--- src/rtl/sync_agc_pkg.sv ---
package sync_agc_pkg;

   typedef enum logic [1:0] {
      ACT_HOLD  = 2'd0,
      ACT_RAISE = 2'd1,
      ACT_LOWER = 2'd2
   } gain_act_t;

endpackage

--- src/rtl/sync_agc_tipmin.sv ---
module sync_agc_tipmin #(
   parameter int SAMPLE_W = 8
) (
   input  logic                clk,
   input  logic                rst_n,
   input  logic [SAMPLE_W-1:0] sample_in,
   input  logic                tip_win,
   input  logic                line_stb,
   output logic                tip_seen,
   output logic [SAMPLE_W-1:0] tip_min
);

   localparam logic [SAMPLE_W-1:0] MIN_INIT = {SAMPLE_W{1'b1}};

   always_ff @(posedge clk or negedge rst_n) begin
      if (!rst_n) begin
         tip_seen <= 1'b0;
         tip_min  <= MIN_INIT;
      end else if (line_stb) begin
         tip_seen <= 1'b0;
         tip_min  <= MIN_INIT;
      end else if (tip_win) begin
         tip_seen <= 1'b1;
         if (sample_in < tip_min) begin
            tip_min <= sample_in;
         end
      end
   end

endmodule

--- src/rtl/sync_agc_peak.sv ---
module sync_agc_peak #(
   parameter int SAMPLE_W   = 8,
   parameter int PEAK_LEVEL = 248
) (
   input  logic                clk,
   input  logic                rst_n,
   input  logic [SAMPLE_W-1:0] sample_in,
   input  logic                peak_en,
   input  logic                line_stb,
   output logic                peak_hit
);

   localparam int FULL_SCALE = (1 << SAMPLE_W) - 1;

   generate
      if (PEAK_LEVEL >= FULL_SCALE) begin : g_never
         // No sample can exceed full scale: the detector is absent.
         assign peak_hit = 1'b0;
      end else begin : g_detect
         localparam logic [SAMPLE_W-1:0] LEVEL = SAMPLE_W'(PEAK_LEVEL);
         logic hit_q;
         logic over;

         assign over = peak_en && (sample_in > LEVEL);

         always_ff @(posedge clk or negedge rst_n) begin
            if (!rst_n) begin
               hit_q <= 1'b0;
            end else if (line_stb) begin
               hit_q <= 1'b0;
            end else if (over) begin
               hit_q <= 1'b1;
            end
         end

         assign peak_hit = hit_q;
      end
   endgenerate

endmodule

--- src/rtl/sync_agc_gain.sv ---
module sync_agc_gain
   import sync_agc_pkg::*;
#(
   parameter int GAIN_W    = 8,
   parameter int TIP_STEP  = 1,
   parameter int PEAK_STEP = 1
) (
   input  logic              clk,
   input  logic              rst_n,
   input  logic              line_stb,
   input  gain_act_t         act,
   output logic [GAIN_W-1:0] gain_code
);

   localparam logic [GAIN_W-1:0] GAIN_MID  = GAIN_W'(1 << (GAIN_W - 1));
   localparam logic [GAIN_W-1:0] GAIN_MAX  = {GAIN_W{1'b1}};
   localparam logic [GAIN_W:0]   UP_STEP   = (GAIN_W + 1)'(TIP_STEP);
   localparam logic [GAIN_W-1:0] DOWN_STEP = GAIN_W'(PEAK_STEP);

   logic [GAIN_W:0]   up_sum;
   logic [GAIN_W-1:0] up_sat;
   logic [GAIN_W-1:0] down_sat;
   logic [GAIN_W-1:0] gain_nxt;

   assign up_sum   = {1'b0, gain_code} + UP_STEP;
   assign up_sat   = (up_sum > {1'b0, GAIN_MAX}) ? GAIN_MAX : up_sum[GAIN_W-1:0];
   assign down_sat = (gain_code < DOWN_STEP) ? '0 : (gain_code - DOWN_STEP);

   always_comb begin
      case (act)
         ACT_RAISE: gain_nxt = up_sat;
         ACT_LOWER: gain_nxt = down_sat;
         default:   gain_nxt = gain_code;
      endcase
   end

   always_ff @(posedge clk or negedge rst_n) begin
      if (!rst_n) begin
         gain_code <= GAIN_MID;
      end else if (line_stb) begin
         gain_code <= gain_nxt;
      end
   end

endmodule

--- src/rtl/sync_agc.sv ---
module sync_agc
   import sync_agc_pkg::*;
#(
   parameter int SAMPLE_W   = 8,
   parameter int GAIN_W     = 8,
   parameter int TIP_STEP   = 1,
   parameter int PEAK_STEP  = 1,
   parameter int PEAK_LEVEL = 248
) (
   input  logic                clk,
   input  logic                rst_n,
   input  logic [SAMPLE_W-1:0] sample_in,
   input  logic                tip_win,
   input  logic                line_stb,
   input  logic                peak_en,
   output logic [GAIN_W-1:0]   gain_code,
   output logic                peak_line,
   output logic                tip_floor
);

   generate
      if (SAMPLE_W < 2 || SAMPLE_W > 16) begin : g_bad_sample_w
         $error("sync_agc: SAMPLE_W must lie in 2..16");
      end
      if (GAIN_W < 2 || GAIN_W > 16) begin : g_bad_gain_w
         $error("sync_agc: GAIN_W must lie in 2..16");
      end
      if (TIP_STEP < 1 || TIP_STEP >= (1 << GAIN_W)) begin : g_bad_tip_step
         $error("sync_agc: TIP_STEP must be at least 1 and below the gain range");
      end
      if (PEAK_STEP < 1 || PEAK_STEP >= (1 << GAIN_W)) begin : g_bad_peak_step
         $error("sync_agc: PEAK_STEP must be at least 1 and below the gain range");
      end
      if (PEAK_LEVEL < 0 || PEAK_LEVEL >= (1 << SAMPLE_W)) begin : g_bad_level
         $error("sync_agc: PEAK_LEVEL must be a valid sample code");
      end
   endgenerate

   logic                tip_seen;
   logic [SAMPLE_W-1:0] tip_min;
   logic                peak_hit;
   logic                tip_zero;
   gain_act_t           act;

   sync_agc_tipmin #(
      .SAMPLE_W (SAMPLE_W)
   ) u_tipmin (
      .clk       (clk),
      .rst_n     (rst_n),
      .sample_in (sample_in),
      .tip_win   (tip_win),
      .line_stb  (line_stb),
      .tip_seen  (tip_seen),
      .tip_min   (tip_min)
   );

   sync_agc_peak #(
      .SAMPLE_W   (SAMPLE_W),
      .PEAK_LEVEL (PEAK_LEVEL)
   ) u_peak (
      .clk       (clk),
      .rst_n     (rst_n),
      .sample_in (sample_in),
      .peak_en   (peak_en),
      .line_stb  (line_stb),
      .peak_hit  (peak_hit)
   );

   assign tip_zero = tip_seen && (tip_min == '0);

   // White-peak reduction outranks the sync-tip raise.
   always_comb begin
      if (peak_hit) begin
         act = ACT_LOWER;
      end else if (tip_seen && !tip_zero) begin
         act = ACT_RAISE;
      end else begin
         act = ACT_HOLD;
      end
   end

   sync_agc_gain #(
      .GAIN_W    (GAIN_W),
      .TIP_STEP  (TIP_STEP),
      .PEAK_STEP (PEAK_STEP)
   ) u_gain (
      .clk       (clk),
      .rst_n     (rst_n),
      .line_stb  (line_stb),
      .act       (act),
      .gain_code (gain_code)
   );

   always_ff @(posedge clk or negedge rst_n) begin
      if (!rst_n) begin
         peak_line <= 1'b0;
         tip_floor <= 1'b0;
      end else if (line_stb) begin
         peak_line <= peak_hit;
         tip_floor <= tip_zero;
      end
   end

endmodule

--- config.mk ---
export PLATFORM = sky130hd
export DESIGN_NAME = sync_agc
export DESIGN_NICKNAME = d
export VERILOG_FILES = /design/src/rtl/sync_agc_pkg.sv /design/src/rtl/sync_agc_tipmin.sv /design/src/rtl/sync_agc_peak.sv /design/src/rtl/sync_agc_gain.sv /design/src/rtl/sync_agc.sv
export SDC_FILE = /design/constraint.sdc
export NUM_CORES = 1
export LEC_CHECK = 0
export CORE_AREA = 2 2 65 67
export CTS_CLUSTER_DIAMETER = 30
export DETAILED_ROUTE_END_ITERATION = 12
export DIE_AREA = 0 0 67 69
export DONT_BUFFER_PORTS = 1
export PLACE_DENSITY = 0.63
export SLEW_MARGIN = 20
export SYNTH_ARGS = -nofsm -noshare
export SYNTH_HDL_FRONTEND = slang
export SYNTH_SLANG_ARGS = --single-unit
--- constraint.sdc ---
create_clock -name clk -period 3 [get_ports clk]
set_input_delay 0.6 -clock clk [delete_from_list [all_inputs] [get_ports clk]]
set_output_delay 0.6 -clock clk [all_outputs]
set_load 0.02 [all_outputs]
==> run summary, run 1 <==
Summed over all cells, the static leakage comes to 0.653 nW. After clock tree synthesis, the flow added hold-fix buffers numbering 0. Number of resized instances in the post-cts repair step: 0. Area share of the leading cell type in the synthesized netlist: 18.8%. After synthesis, the most frequently instantiated cells are sky130_fd_sc_hd__nor2_1 (23), sky130_fd_sc_hd__inv_1 (14), sky130_fd_sc_hd__a21oi_1 (12), sky130_fd_sc_hd__dfrtp_1 (11).

For the placed wire-length estimate, the log shows 2420 µm. For this run the aggregate overflow at the end of global routing stands at 0. The number of levels in the clock H-tree is 1, and the number of top-level pins is 23. The number of clock buffers inserted by TritonCTS was 3. The floorplan die width was 67 µm. At the worst endpoint, the required time is 3190 ps. Top layer reached by signal wires: met4. The overall via count from detail_route was 1177; the met3 wire length was 200 µm.

TritonCTS built the clock tree. The first routing iteration left 98 violations. The count of nets left with antenna violations once routing finished came out at 0. For the count of fill cells added during filler insertion, the log shows 420. After detailed routing, the number of vias per cell comes to 5.69.

Once the floorplan was initialized, standard cells occupied 37.4% of the core. The total standard cell area after synthesis came out at 1460 µm². For this run, the leading register cell type out of synthesis is sky130_fd_sc_hd__dfrtp_1.

For the pin with the worst max-slew slack, the measured transition is 531 ps. Yosys printed 0 warnings. The logs give 47 for the distinct cell type count after synthesis and 841 µm² for the area of combinational cells with multiple inputs. The pin count of the biggest net entering global routing was 23. The most frequent cell after synthesis is sky130_fd_sc_hd__nor2_1.

Summing all flip-flop and latch instances after layout gives 512 µm². Counting every net in the synthesized netlist gives 182. Ranked by total cell area, the synthesized netlist is headed by sky130_fd_sc_hd__dfrtp_1 (19%), sky130_fd_sc_hd__dfstp_2 (16%), sky130_fd_sc_hd__ha_1 (7.7%). The startpoint type of the worst setup path is a flop. The floorplan has 23 rows. The cell area power density is 569 nW/µm², and the area added between synthesis and finish is 4.79%. The clock passes through at most 2 buffers.

The tools report the buffer type at the clock tree root as sky130_fd_sc_hd__clkbuf_8. The global placement routability congestion is 0.824. The run gives 0 as the number of max-capacitance violations reported. The logs give 838 ps for the post-placement worst setup slack and 3280 µm for the wire length reported by the detailed router.

For this run, design rule violations remaining after detail routing come to 0. The logs give 1218 for the number of global-route vias before repair and 472 MHz for the fmax. Clock-pin slew was measured on the worst setup and hold paths at 80 ps. For the final database, setup skew stands at 2.82 ps. The first global-routing pass estimated 5840 µm of wire. Part of the cycle the worst path needs: 70.6%.

The final critical-path setup slack is 883 ps, and the fraction of the core area covered by cells at the end of the flow is 39.2%. Headroom to the max-slew limit came out at 64.6%. IR analysis of the VDD net gives a maximum drop of 0.000195 V.

Buffers added to address setup during post-CTS repair amount to 0. The count of pins over their slew limit is 0, and the initial antenna violation count is 0. The floorplan step defined a die boundary enclosing 4620 µm².

The tools report the sequential element share of the synthesized area as 35.0%. The die is 69 µm tall. Synthesis inferred 20 register bits. The number of buffer cells added on primary ports works out to 0. The tools report the number of detailed-route iterations in the first pass as 4.

The run gives 180 as the net total in the final layout. Setup repair after global routing left no endpoint under its margin. Share of post-route cells with drive strength above 1: 15.3%. Number of diodes added for antenna fixing: 0. Kind of critical path: reg -> reg. The worst setup path is captured at a flop. The clock drives 20 sinks. Largest fanout on the critical path: 8. Counting I/O delays and the setup requirement, the final critical path takes 2120 ps. For the wire length on met2, the log shows 1640 µm.

The logs give 0 for the number of hold violations in the final report and 2300 ps for the data arrival time of the critical path. The later pin in the worst-skew pair is clocked with a latency of 260 ps. In the final routing, the length of wire on met1 measures 1420 µm. The flow ran to the end, and the final reports show no timing, DRC or antenna violations. The synthesized area divided by synthesized cell count is 9.15 µm², and the fraction of registers with async set or reset after synthesis is 100%.

For this run, the total global-route usage over all layers was measured as 15.8%. The run gives 29.2 ps as the worst hold margin. The final routed wire length divided by cell count was 15.9 µm. Synthesis produced a netlist whose cell count is 160. The dominant cell type by area after synthesis is sky130_fd_sc_hd__dfrtp_1.

The area of the core was 3910 µm². Summed over all failing endpoints, the final setup total negative slack is 0 ps. The worst hold path class is in -> async. Setup violations remaining at the end of the flow were counted as 0.

Counting flops with a built-in enable in the synthesized netlist gives 0.
-- worst paths after layout --
kind / startpoint / end / slack, ps / depth (start not counted)
setup / recovery: u_tipmin.tip_min[4]$_DFFE_PN1P_ / u_tipmin.tip_min[5]$_DFFE_PN1P_ / 880 / 7
hold / removal: rst_n / u_gain.gain_code[6]$_DFFE_PN0P_ / 30 / 0
setup reg to reg: u_tipmin.tip_min[4]$_DFFE_PN1P_ / u_tipmin.tip_min[5]$_DFFE_PN1P_ / 880 / 7
hold reg to reg: u_tipmin.tip_min[1]$_DFFE_PN1P_ / u_tipmin.tip_min[1]$_DFFE_PN1P_ / 540 / 2
max in group asynchronous: rst_n / u_tipmin.tip_min[2]$_DFFE_PN1P_ / 2800 / 0
min in group clk: line_stb / u_peak.peak_hit$_DFFE_PN0P_ / 400 / 1
-- where the power goes --
group / internal (mW) / switching [mW] / leakage (nW) / total (mW)
sequential: 0.313 / 0.101 / 0.236 / 0.413
combinational: 0.107 / 0.146 / 0.388 / 0.253
clock: 0.117 / 0.0898 / 0.0288 / 0.207
-- logic make-up (layout without fill, tap and decap cells) --
kind of cell | Yosys count | count (layout) | synth area share (%)
AND/OR/NAND/NOR | 52 | 52 | 17.8
AO/OA/AOI/OAI | 47 | 47 | 25.9
buffers and inverters | 23 | 20 | 7.61
flip-flops | 20 | 20 | 35.0
adder cells (fa/ha/maj) | 9 | 9 | 7.69
multiplexers | 8 | 8 | 5.47
XOR/XNOR | 1 | 1 | 0.598
-- state kept, by name (all words and copies together), names as in the netlist --
register           flops
u_tipmin.tip_min       8
u_peak.peak_hit        1
u_gain.gain_code       8
u_tipmin.tip_seen      1
peak_line              1
tip_floor              1
-- cell usage in the layout, fill, tap and decap left out, types with 2 or more instances in the layout --
master	count
sky130_fd_sc_hd__inv_1	14
sky130_fd_sc_hd__nand2b_1	2
sky130_fd_sc_hd__a41oi_1	3
sky130_fd_sc_hd__nor2_1	23
sky130_fd_sc_hd__nor3_1	2
sky130_fd_sc_hd__a31oi_1	4
sky130_fd_sc_hd__a21oi_1	12
sky130_fd_sc_hd__o21ai_0	4
sky130_fd_sc_hd__nand2_1	7
sky130_fd_sc_hd__mux2i_1	8
sky130_fd_sc_hd__a211oi_2	2
sky130_fd_sc_hd__clkbuf_8	4
sky130_fd_sc_hd__o22ai_1	2
sky130_fd_sc_hd__nor4_1	3
sky130_fd_sc_hd__a311oi_1	3
sky130_fd_sc_hd__or3_1	3
sky130_fd_sc_hd__dfrtp_1	11
sky130_fd_sc_hd__dfstp_2	9
sky130_fd_sc_hd__nand3_1	6
sky130_fd_sc_hd__ha_1	9
sky130_fd_sc_hd__a21o_1	4
-- stage by stage --
step | total power [mW] | area (µm²) | instances
global placement | 0.655 | 1480 | 203
CTS | 0.880 | 1530 | 207
global route | 0.943 | 1530 | 207
finish | 0.873 | 1530 | 207
floorplan | 0.626 | 1460 | 160
detailed placement | 0.669 | 1480 | 203
-- cell type report --
class / instances / area share [%]
clock buffer: 4 / 3.59
inverter: 15 / 3.67
multi-input combinational: 117 / 54.8
sequential: 20 / 33.4
tap: 50 / 4.08
timing repair buffer: 1 / 0.489
-- layer usage --
layer  vias to the layer above  track usage [%]
met2                        31             25.3
met5                         -                0
met4                         0             5.44
met3                         2             4.24
met1                       564             20.3
li1                        580                -
-- critical path, stage by stage (launching register included) --
cell,delay (ps)
sky130_fd_sc_hd__dfstp_2,550
sky130_fd_sc_hd__inv_1,40
sky130_fd_sc_hd__ha_1,290
sky130_fd_sc_hd__a21o_1,190
sky130_fd_sc_hd__a21oi_1,140
sky130_fd_sc_hd__o21ai_0,160
sky130_fd_sc_hd__a31oi_4,420
sky130_fd_sc_hd__mux2i_1,250
Note: power is estimated with default switching activity, not from simulation.
==> run 2: changes to the inputs <==
==> constraint.sdc (replaced) <==
create_clock -name clk -period 2.15 [get_ports clk]
set_input_delay 0.43 -clock clk [delete_from_list [all_inputs] [get_ports clk]]
set_output_delay 0.43 -clock clk [all_outputs]
set_load 0.02 [all_outputs]
==> run 2 against run 1 <==
Cell count up 4.8%. Setup slack worse by 710 ps. Sequential cell count stayed put. Sequential share of layout area decreased by 2.2 points. Via count up 4.9%. Power grew 60%. Utilization up 2.7 points. Combinational power is 110% higher. Clock-buffer cell count shrank 1. Largest cell class unchanged. Highest routed layer unchanged.
==> run summary, run 2 (synthesis gave the netlist of run 1 again) <==
The total number of placement rows was 23 (unchanged). The vertical die dimension works out to 69 µm (unchanged). The final critical-path setup slack was 177 ps (-706 ps). The count of pins over their slew limit was 0 (unchanged). The total leakage power is 0.713 nW (+9.3%).

The starting utilization of the core area is 37.4% (unchanged), and the number of buffers on the longest clock path is 2 (unchanged). The logs give 1212 (-0.49%) for the number of global-route vias before repair and 0 (unchanged) for the number of nets with antenna violations after detailed routing. The flow ran to the end, and the final reports show no timing, DRC or antenna violations. The count of final setup violators is 0 (unchanged). The run gives 15.3% (-0.50 points) as the global routing usage summed across all routing layers.

TritonCTS built the clock tree. The starting DRC count in detailed routing came out at 76 (-22%). The buffer type at the clock tree root is sky130_fd_sc_hd__clkbuf_8. The total overflow reported by the global router was 0 (unchanged). Number of levels in the clock H-tree: 1 (unchanged).

The post-detailed-placement cell area was 1540 µm² (+4.1%). Global placement routability congestion: 0.817 (-0.91%). The tools report the placed wire-length estimate as 2450 µm (+1.2%). The number of buffer cells added on primary ports was 0 (unchanged); the number of hold violations in the final report was 0 (unchanged). The final routed wire length divided by cell count is 15.2 µm (-4.3%), and the total clock sinks is 20 (unchanged). The tools report the peak ir drop on the vdd network as 0.000417 V (+110%). The overall via count from detail_route was 1235 (+4.9%); the fraction of the core area covered by cells at the end of the flow was 41.9% (+2.7 points). The largest registers in the layout are u_gain.gain_code: 8 flops, u_tipmin.tip_min: 8 flops. The logs give 3 (unchanged) for the number of clock buffers inserted by TritonCTS and 1.40 mW (+60%) for the sum of internal, switching and leakage power. The critical path in this run is classified as reg -> reg. The clock insertion delay at the later pin of the skew report was 260 ps (about the same). In this run the worst hold path is classified as in -> reg.

Area of all placed cells without fillers: 1640 µm² (+6.9%). The area of the core was 3910 µm² (unchanged). The DRC violation count after routing was 0 (unchanged); the largest fanout on the critical path was 7 (-1). Setup repair after global routing left no endpoint under its margin. The library cell used most frequently in the layout, excluding fill and tap cells, is sky130_fd_sc_hd__nor2_1.

The part of the cycle the worst path needs came out at 91.7% (+21 points). The run gives 841 µm² (unchanged) as the area of combinational cells with multiple inputs. The area growth from synthesis to layout is 12.1%.

The run gives 2340 ps (-850 ps) as the required time reported for the critical path endpoint. Floorplan die width: 67 µm (unchanged). The transition time at the pin with the least slew margin is 928 ps (+397 ps). The clock period minus worst slack came out at 1970 ps (-144 ps).

The number of top-level pins was 23 (unchanged); the number of detailed-route iterations in the first pass was 4 (unchanged). The wire length reported by the detailed router is 3290 µm (+0.34%). The fmax is 507 MHz (+7.3%), and the count of fill cells added during filler insertion is 393 (-6.4%).

The wire length of the first global-routing pass is 5570 µm (-4.7%). Register clock-pin slew on the reported worst setup and hold paths: 80 ps (about the same). The number of diodes added for antenna fixing is 0 (unchanged), and the net total in the final layout is 190 (+5.6%).

The slack of the worst reg-to-reg path was 180 ps (-710 ps). The maximum clock skew at final layout was 2.66 ps (-0.167 ps). The data arrival time of the critical path was 2160 ps (-140 ps); the share of post-route cells with drive strength above 1 was 19.8% (+4.5 points).

Die area: 4620 µm² (unchanged). The endpoint class of the critical path is a flop. The final-layout setup total negative slack was 0 ps (unchanged); the worst relative slew slack was 37.9% (-27 points).

The tools report the startpoint type of the worst setup path as a flop. The post-placement worst setup slack is 27.2 ps (-811 ps), and the cell area power density is 853 nW/µm² (+50%). The number of max-capacitance violations reported is 0 (unchanged), and the per-cell via count in the routed design is 5.69 (about the same). The initial antenna violation count was 0 (unchanged). Leaving out fill and tap cells, the most frequent cells in the layout are sky130_fd_sc_hd__nor2_1 (23), sky130_fd_sc_hd__inv_1 (14), sky130_fd_sc_hd__a21oi_1 (12), sky130_fd_sc_hd__dfrtp_1 (11). The pin count of the biggest net entering global routing is 23 (unchanged), and the sequential cell area in the final layout is 512 µm² (unchanged).
[run 2: per-stage QoR]
| step | instances | hold WS (ps) |
|---|---|---|
| 5_1_grt | 217 | 206 |
| 3_5_place_dp | 211 | 135 |
| 3_3_place_gp | 211 | 135 |
| 2_1_floorplan | 160 | 134 |
| 6_report | 217 | 224 |
| 4_1_cts | 216 | 218 |
[run 2: routing by layer]
metal / part of all wire [%] / up-vias / track usage [%]
met2: 46 / 47 / 23.1
met5: 0 / - / 0
met3: 6.6 / 4 / 3.92
li1: - / 602 / -
met4: 1.1 / 0 / 4.76
met1: 47 / 582 / 21.3
[run 2: area by class of cell]
| class | instances | share of cell area (%) |
|---|---|---|
| Clock inverter | 1 | 1.83 |
| Tap cell | 50 | 3.81 |
| Sequential cell | 20 | 31.2 |
| Multi-Input combinational cell | 117 | 51.3 |
| Timing Repair Buffer | 11 | 5.95 |
| Inverter | 15 | 3.43 |
| Clock buffer | 3 | 2.52 |
[run 2: path summary, 6_finish.rpt]
path | endpoint | cells past startpoint | startpoint
setup / recovery | u_tipmin.tip_min[0]$_DFFE_PN1P_ | 8 | u_tipmin.tip_min[2]$_DFFE_PN1P_
max in group asynchronous | tip_floor$_DFFE_PN0P_ | 1 | rst_n
setup reg to reg | u_tipmin.tip_min[0]$_DFFE_PN1P_ | 8 | u_tipmin.tip_min[2]$_DFFE_PN1P_
hold / removal | u_tipmin.tip_seen$_DFFE_PN0P_ | 1 | line_stb
hold reg to reg | u_tipmin.tip_min[7]$_DFFE_PN1P_ | 2 | u_tipmin.tip_min[7]$_DFFE_PN1P_
min in group asynchronous | u_gain.gain_code[1]$_DFFE_PN0P_ | 1 | rst_n
[run 2: report_power, final]
part	internal, mW	switching [mW]
Clock	0.249	0.139
Combinational	0.206	0.315
Sequential	0.438	0.0529
Total	0.892	0.507
[run 2: timing repair]
| item | 4_1_cts | 5_1_grt |
|---|---|---|
| endpoints found under the setup margin | 0 | 9 |
| buffers inserted | 0 | 1 |
| resized for setup | 0 | 1 |
| hold endpoints to repair | 20 | 0 |
| hold buffers | 1 | 0 |
[run 2: critical path: stages, from the launching register on]
cell and delay (ps):
sky130_fd_sc_hd__dfstp_2 550, sky130_fd_sc_hd__inv_1 40, sky130_fd_sc_hd__ha_1 280, sky130_fd_sc_hd__a21o_1 180
sky130_fd_sc_hd__a31oi_1 170, sky130_fd_sc_hd__o21ai_1 130, sky130_fd_sc_hd__a31oi_4 200, sky130_fd_sc_hd__buf_12 160
sky130_fd_sc_hd__mux2i_1 190
==> run 3: changes to the inputs <==
--- a/config.mk
+++ b/config.mk
@@ -5,12 +5,12 @@
 export SDC_FILE = /design/constraint.sdc
 export NUM_CORES = 1
 export LEC_CHECK = 0
-export CORE_AREA = 2 2 65 67
+export CORE_AREA = 2 2 80 82
 export CTS_CLUSTER_DIAMETER = 30
 export DETAILED_ROUTE_END_ITERATION = 12
-export DIE_AREA = 0 0 67 69
+export DIE_AREA = 0 0 82 84
 export DONT_BUFFER_PORTS = 1
-export PLACE_DENSITY = 0.63
+export PLACE_DENSITY = 0.49
 export SLEW_MARGIN = 20
 export SYNTH_ARGS = -nofsm -noshare
 export SYNTH_HDL_FRONTEND = slang
==> run 3 against run 2 <==
Via count increased by 0.57%. Highest routed layer unchanged. Hold slack improved by 10 ps. Setup slack improved by 7.3 ps. Largest cell class unchanged. Critical path depth unchanged. Design area increased by 3.2%. Register-to-register slack about the same. Largest power group unchanged. Critical endpoint is now u_tipmin.tip_min[6]$_DFFE_PN1P_. Sequential power about the same.
==> run summary, run 3 (synthesis gave the netlist of run 1 again) <==
The flow ran to the end, and the final reports show no timing, DRC or antenna violations. The proportion of total power due to net switching was 38.5% (+2.3 points); the wire length reported by the detailed router was 3480 µm (+5.7%). For the starting DRC count in detailed routing, the log shows 22 (-71%). The worst hold path class was in -> reg.

The number of detailed-route iterations in the first pass came out at 4 (unchanged). The final-layout setup total negative slack is 0 ps (unchanged). The data arrival time of the critical path came out at 2150 ps (about the same).

The number of nets with antenna violations after detailed routing was 0 (unchanged); the number of clock buffers inserted by TritonCTS was 3 (unchanged). The DRC violation count after routing was 0 (unchanged). Vertical die dimension: 84 µm (+22%).

The number of global-route vias before repair came out at 1299 (+7.2%). The tools report the proportion of power drawn by combinational gates as 41.5% (+4.2 points). For the clock insertion delay at the later pin of the skew report, the log shows 260 ps (about the same). In this run the critical register-to-register path is launched from u_tipmin.tip_min[2]$_DFFE_PN1P_. The run gives 0 (unchanged) as the number of max-capacitance violations reported. The tools report the sequential cell area in the final layout as 512 µm² (unchanged). The per-cell via count in the routed design is 4.95 (-13%), and the total overflow reported by the global router is 0 (unchanged). The startpoint type of the worst setup path was a flop. Buffer type at the clock tree root: sky130_fd_sc_hd__clkbuf_8.

The tools report the area of combinational cells with multiple inputs as 841 µm² (unchanged). The number of setup buffers added after CTS is 0 (unchanged). The largest fanout on the critical path came out at 5 (-2).

The worst hold path begins at line_stb. Starting utilization of the core area: 24.0% (-13 points). The number of buffer cells added on primary ports works out to 0 (unchanged). The share of post-route cells with drive strength above 1 came out at 21.3% (+1.5 points).

TritonCTS built the clock tree. Final routed wire length divided by cell count: 13.9 µm (-8.6%). The maximum clock skew at final layout is 3.48 ps (+0.827 ps), and the area of the core is 6100 µm² (+56%). The number of diodes added for antenna fixing came out at 0 (unchanged).

For the worst hold margin, the log shows 234 ps (+9.98 ps). The part of the cycle the worst path needs is 91.4% (-0.34 points), and the area added between synthesis and finish is 15.6%. The number of top-level pins is 23 (unchanged), and the net switching component of the power is 0.494 mW (-2.6%). Setup repair after global routing left no endpoint under its margin. The wire length of the first global-routing pass was 6150 µm (+11%). The tools report the fmax as 509 MHz (+0.37%). The floorplan die width came out at 82 µm (+22%). The pin count of the biggest net entering global routing came out at 23 (unchanged). The run gives 57.0% (+19 points) as the worst relative slew slack. The transition time at the pin with the least slew margin was 643 ps (-285 ps).

The clock period minus worst slack works out to 1970 ps (-7.33 ps). The total leakage power was 0.729 nW (+2.1%). The largest registers in the layout are u_gain.gain_code: 8 flops, u_tipmin.tip_min: 8 flops. The run gives 6890 µm² (+49%) as the die area. Global placement routability congestion: 0.760 (-6.9%). Leaving out fill and tap cells, the most frequent cells in the layout are sky130_fd_sc_hd__nor2_1 (23), sky130_fd_sc_hd__buf_4 (15), sky130_fd_sc_hd__inv_1 (14), sky130_fd_sc_hd__a21oi_1 (12), sky130_fd_sc_hd__dfrtp_1 (11). The total clock sinks is 20 (unchanged). The register clock-pin slew on the reported worst setup and hold paths works out to 70 ps (about the same).

Count of pins over their slew limit: 0 (unchanged). STA classifies the critical path endpoint as a flop. The setup path with the least slack is of type reg -> reg. The commonest non-fill, non-tap cell in the layout is sky130_fd_sc_hd__nor2_1. The relative contribution of the clock network to total power was 20.2% (-7.5 points). The count of fill cells added during filler insertion is 668 (+70%), and the final critical-path setup slack is 185 ps (+7.33 ps). Cell area power density: 757 nW/µm² (-11%). The overall via count from detail_route came out at 1242 (+0.57%). In this run the worst setup path begins at u_tipmin.tip_min[2]$_DFFE_PN1P_. The initial antenna violation count was 0 (unchanged); the number of buffers on the longest clock path was 2 (unchanged).

The required time reported for the critical path endpoint was 2330 ps (about the same). The run gives 197 (+3.7%) as the net total in the final layout. The peak ir drop on the vdd network is 0.000316 V (-24%), and the post-placement worst setup slack is 116 ps (+88.9 ps). The tools report the total number of placement rows as 29 (+26%). For the part of the total power dissipated in sequential elements, the log shows 38.3% (+3.2 points). The placed wire-length estimate was 2560 µm (+4.5%); the global routing usage summed across all routing layers was 11.3% (-4.1 points).

The number of hold violations in the final report was 0 (unchanged). Internal cell power: 0.788 mW (-12%). The count of final setup violators was 0 (unchanged); the number of levels in the clock H-tree was 1 (unchanged).
-- run 3: cell types whose count changed in the layout (fill, tap and decap cells not counted), sizes merged --
cell         change
buf              +5
dlygate4sd3      +2
bufinv           -1
clkbuf           +1
-- run 3: final timing paths --
| check | end | slack [ps] | depth (start not counted) |
|---|---|---|---|
| worst max-delay path | u_tipmin.tip_min[6]$_DFFE_PN1P_ | 180 | 8 |
| max in group asynchronous | u_peak.peak_hit$_DFFE_PN0P_ | 1100 | 1 |
| worst min register to register | u_tipmin.tip_min[2]$_DFFE_PN1P_ | 550 | 2 |
| min in group asynchronous | u_tipmin.tip_min[7]$_DFFE_PN1P_ | 550 | 1 |
| worst min-delay path | u_peak.peak_hit$_DFFE_PN0P_ | 230 | 1 |
| worst max register to register | u_tipmin.tip_min[6]$_DFFE_PN1P_ | 180 | 8 |
-- run 3: timing repair --
action | 4_1_cts | 5_1_grt
hold buffers | 2 | 1
gates resized for setup | 0 | 1
endpoints found under the setup margin | 0 | 3
hold endpoints to repair | 13 | 6
-- run 3: layout make-up --
class                           instances  area share, %
Multi-Input combinational cell        117           49.7
Sequential cell                        20           30.2
Timing Repair Buffer                   18           8.43
Tap cell                               77           5.69
Inverter                               15           3.33
Clock buffer                            4           2.66
-- run 3: power by group through the flow --
stage | logic [mW] | clock network (mW) | registers (mW)
4_1_cts | 0.529 | 0.275 | 0.490
3_5_place_dp | 0.520 | 0 | 0.497
3_3_place_gp | 0.517 | 0 | 0.499
2_1_floorplan | 0.318 | 0 | 0.556
5_1_grt | 0.588 | 0.290 | 0.500
6_report | 0.532 | 0.259 | 0.491
-- run 3: per-stage QoR --
stage                     power, mW  area, µm²  std cells  util, %
after CTS                      1.29       1680        250     27.6
after global routing           1.38       1690        251     27.8
after global placement         1.02       1620        244     26.5
after floorplan               0.874       1460        160        -
final                          1.28       1690        251     27.8
after detailed placement       1.02       1620        244     26.5
-- run 3: layer usage --
layer	routed length, µm	global-route usage [%]
met1	1750	16.0
met2	1540	17.2
met3	168	3.14
met4	19	1.82
met5	0	0
-- run 3: critical path: stages, from the launching register on --
cell,delay [ps]
sky130_fd_sc_hd__dfstp_2,550
sky130_fd_sc_hd__inv_1,40
sky130_fd_sc_hd__ha_1,280
sky130_fd_sc_hd__a21o_1,180
sky130_fd_sc_hd__a31oi_1,150
sky130_fd_sc_hd__o21ai_1,130
sky130_fd_sc_hd__a31oi_4,190
sky130_fd_sc_hd__buf_4,180
sky130_fd_sc_hd__mux2i_1,190
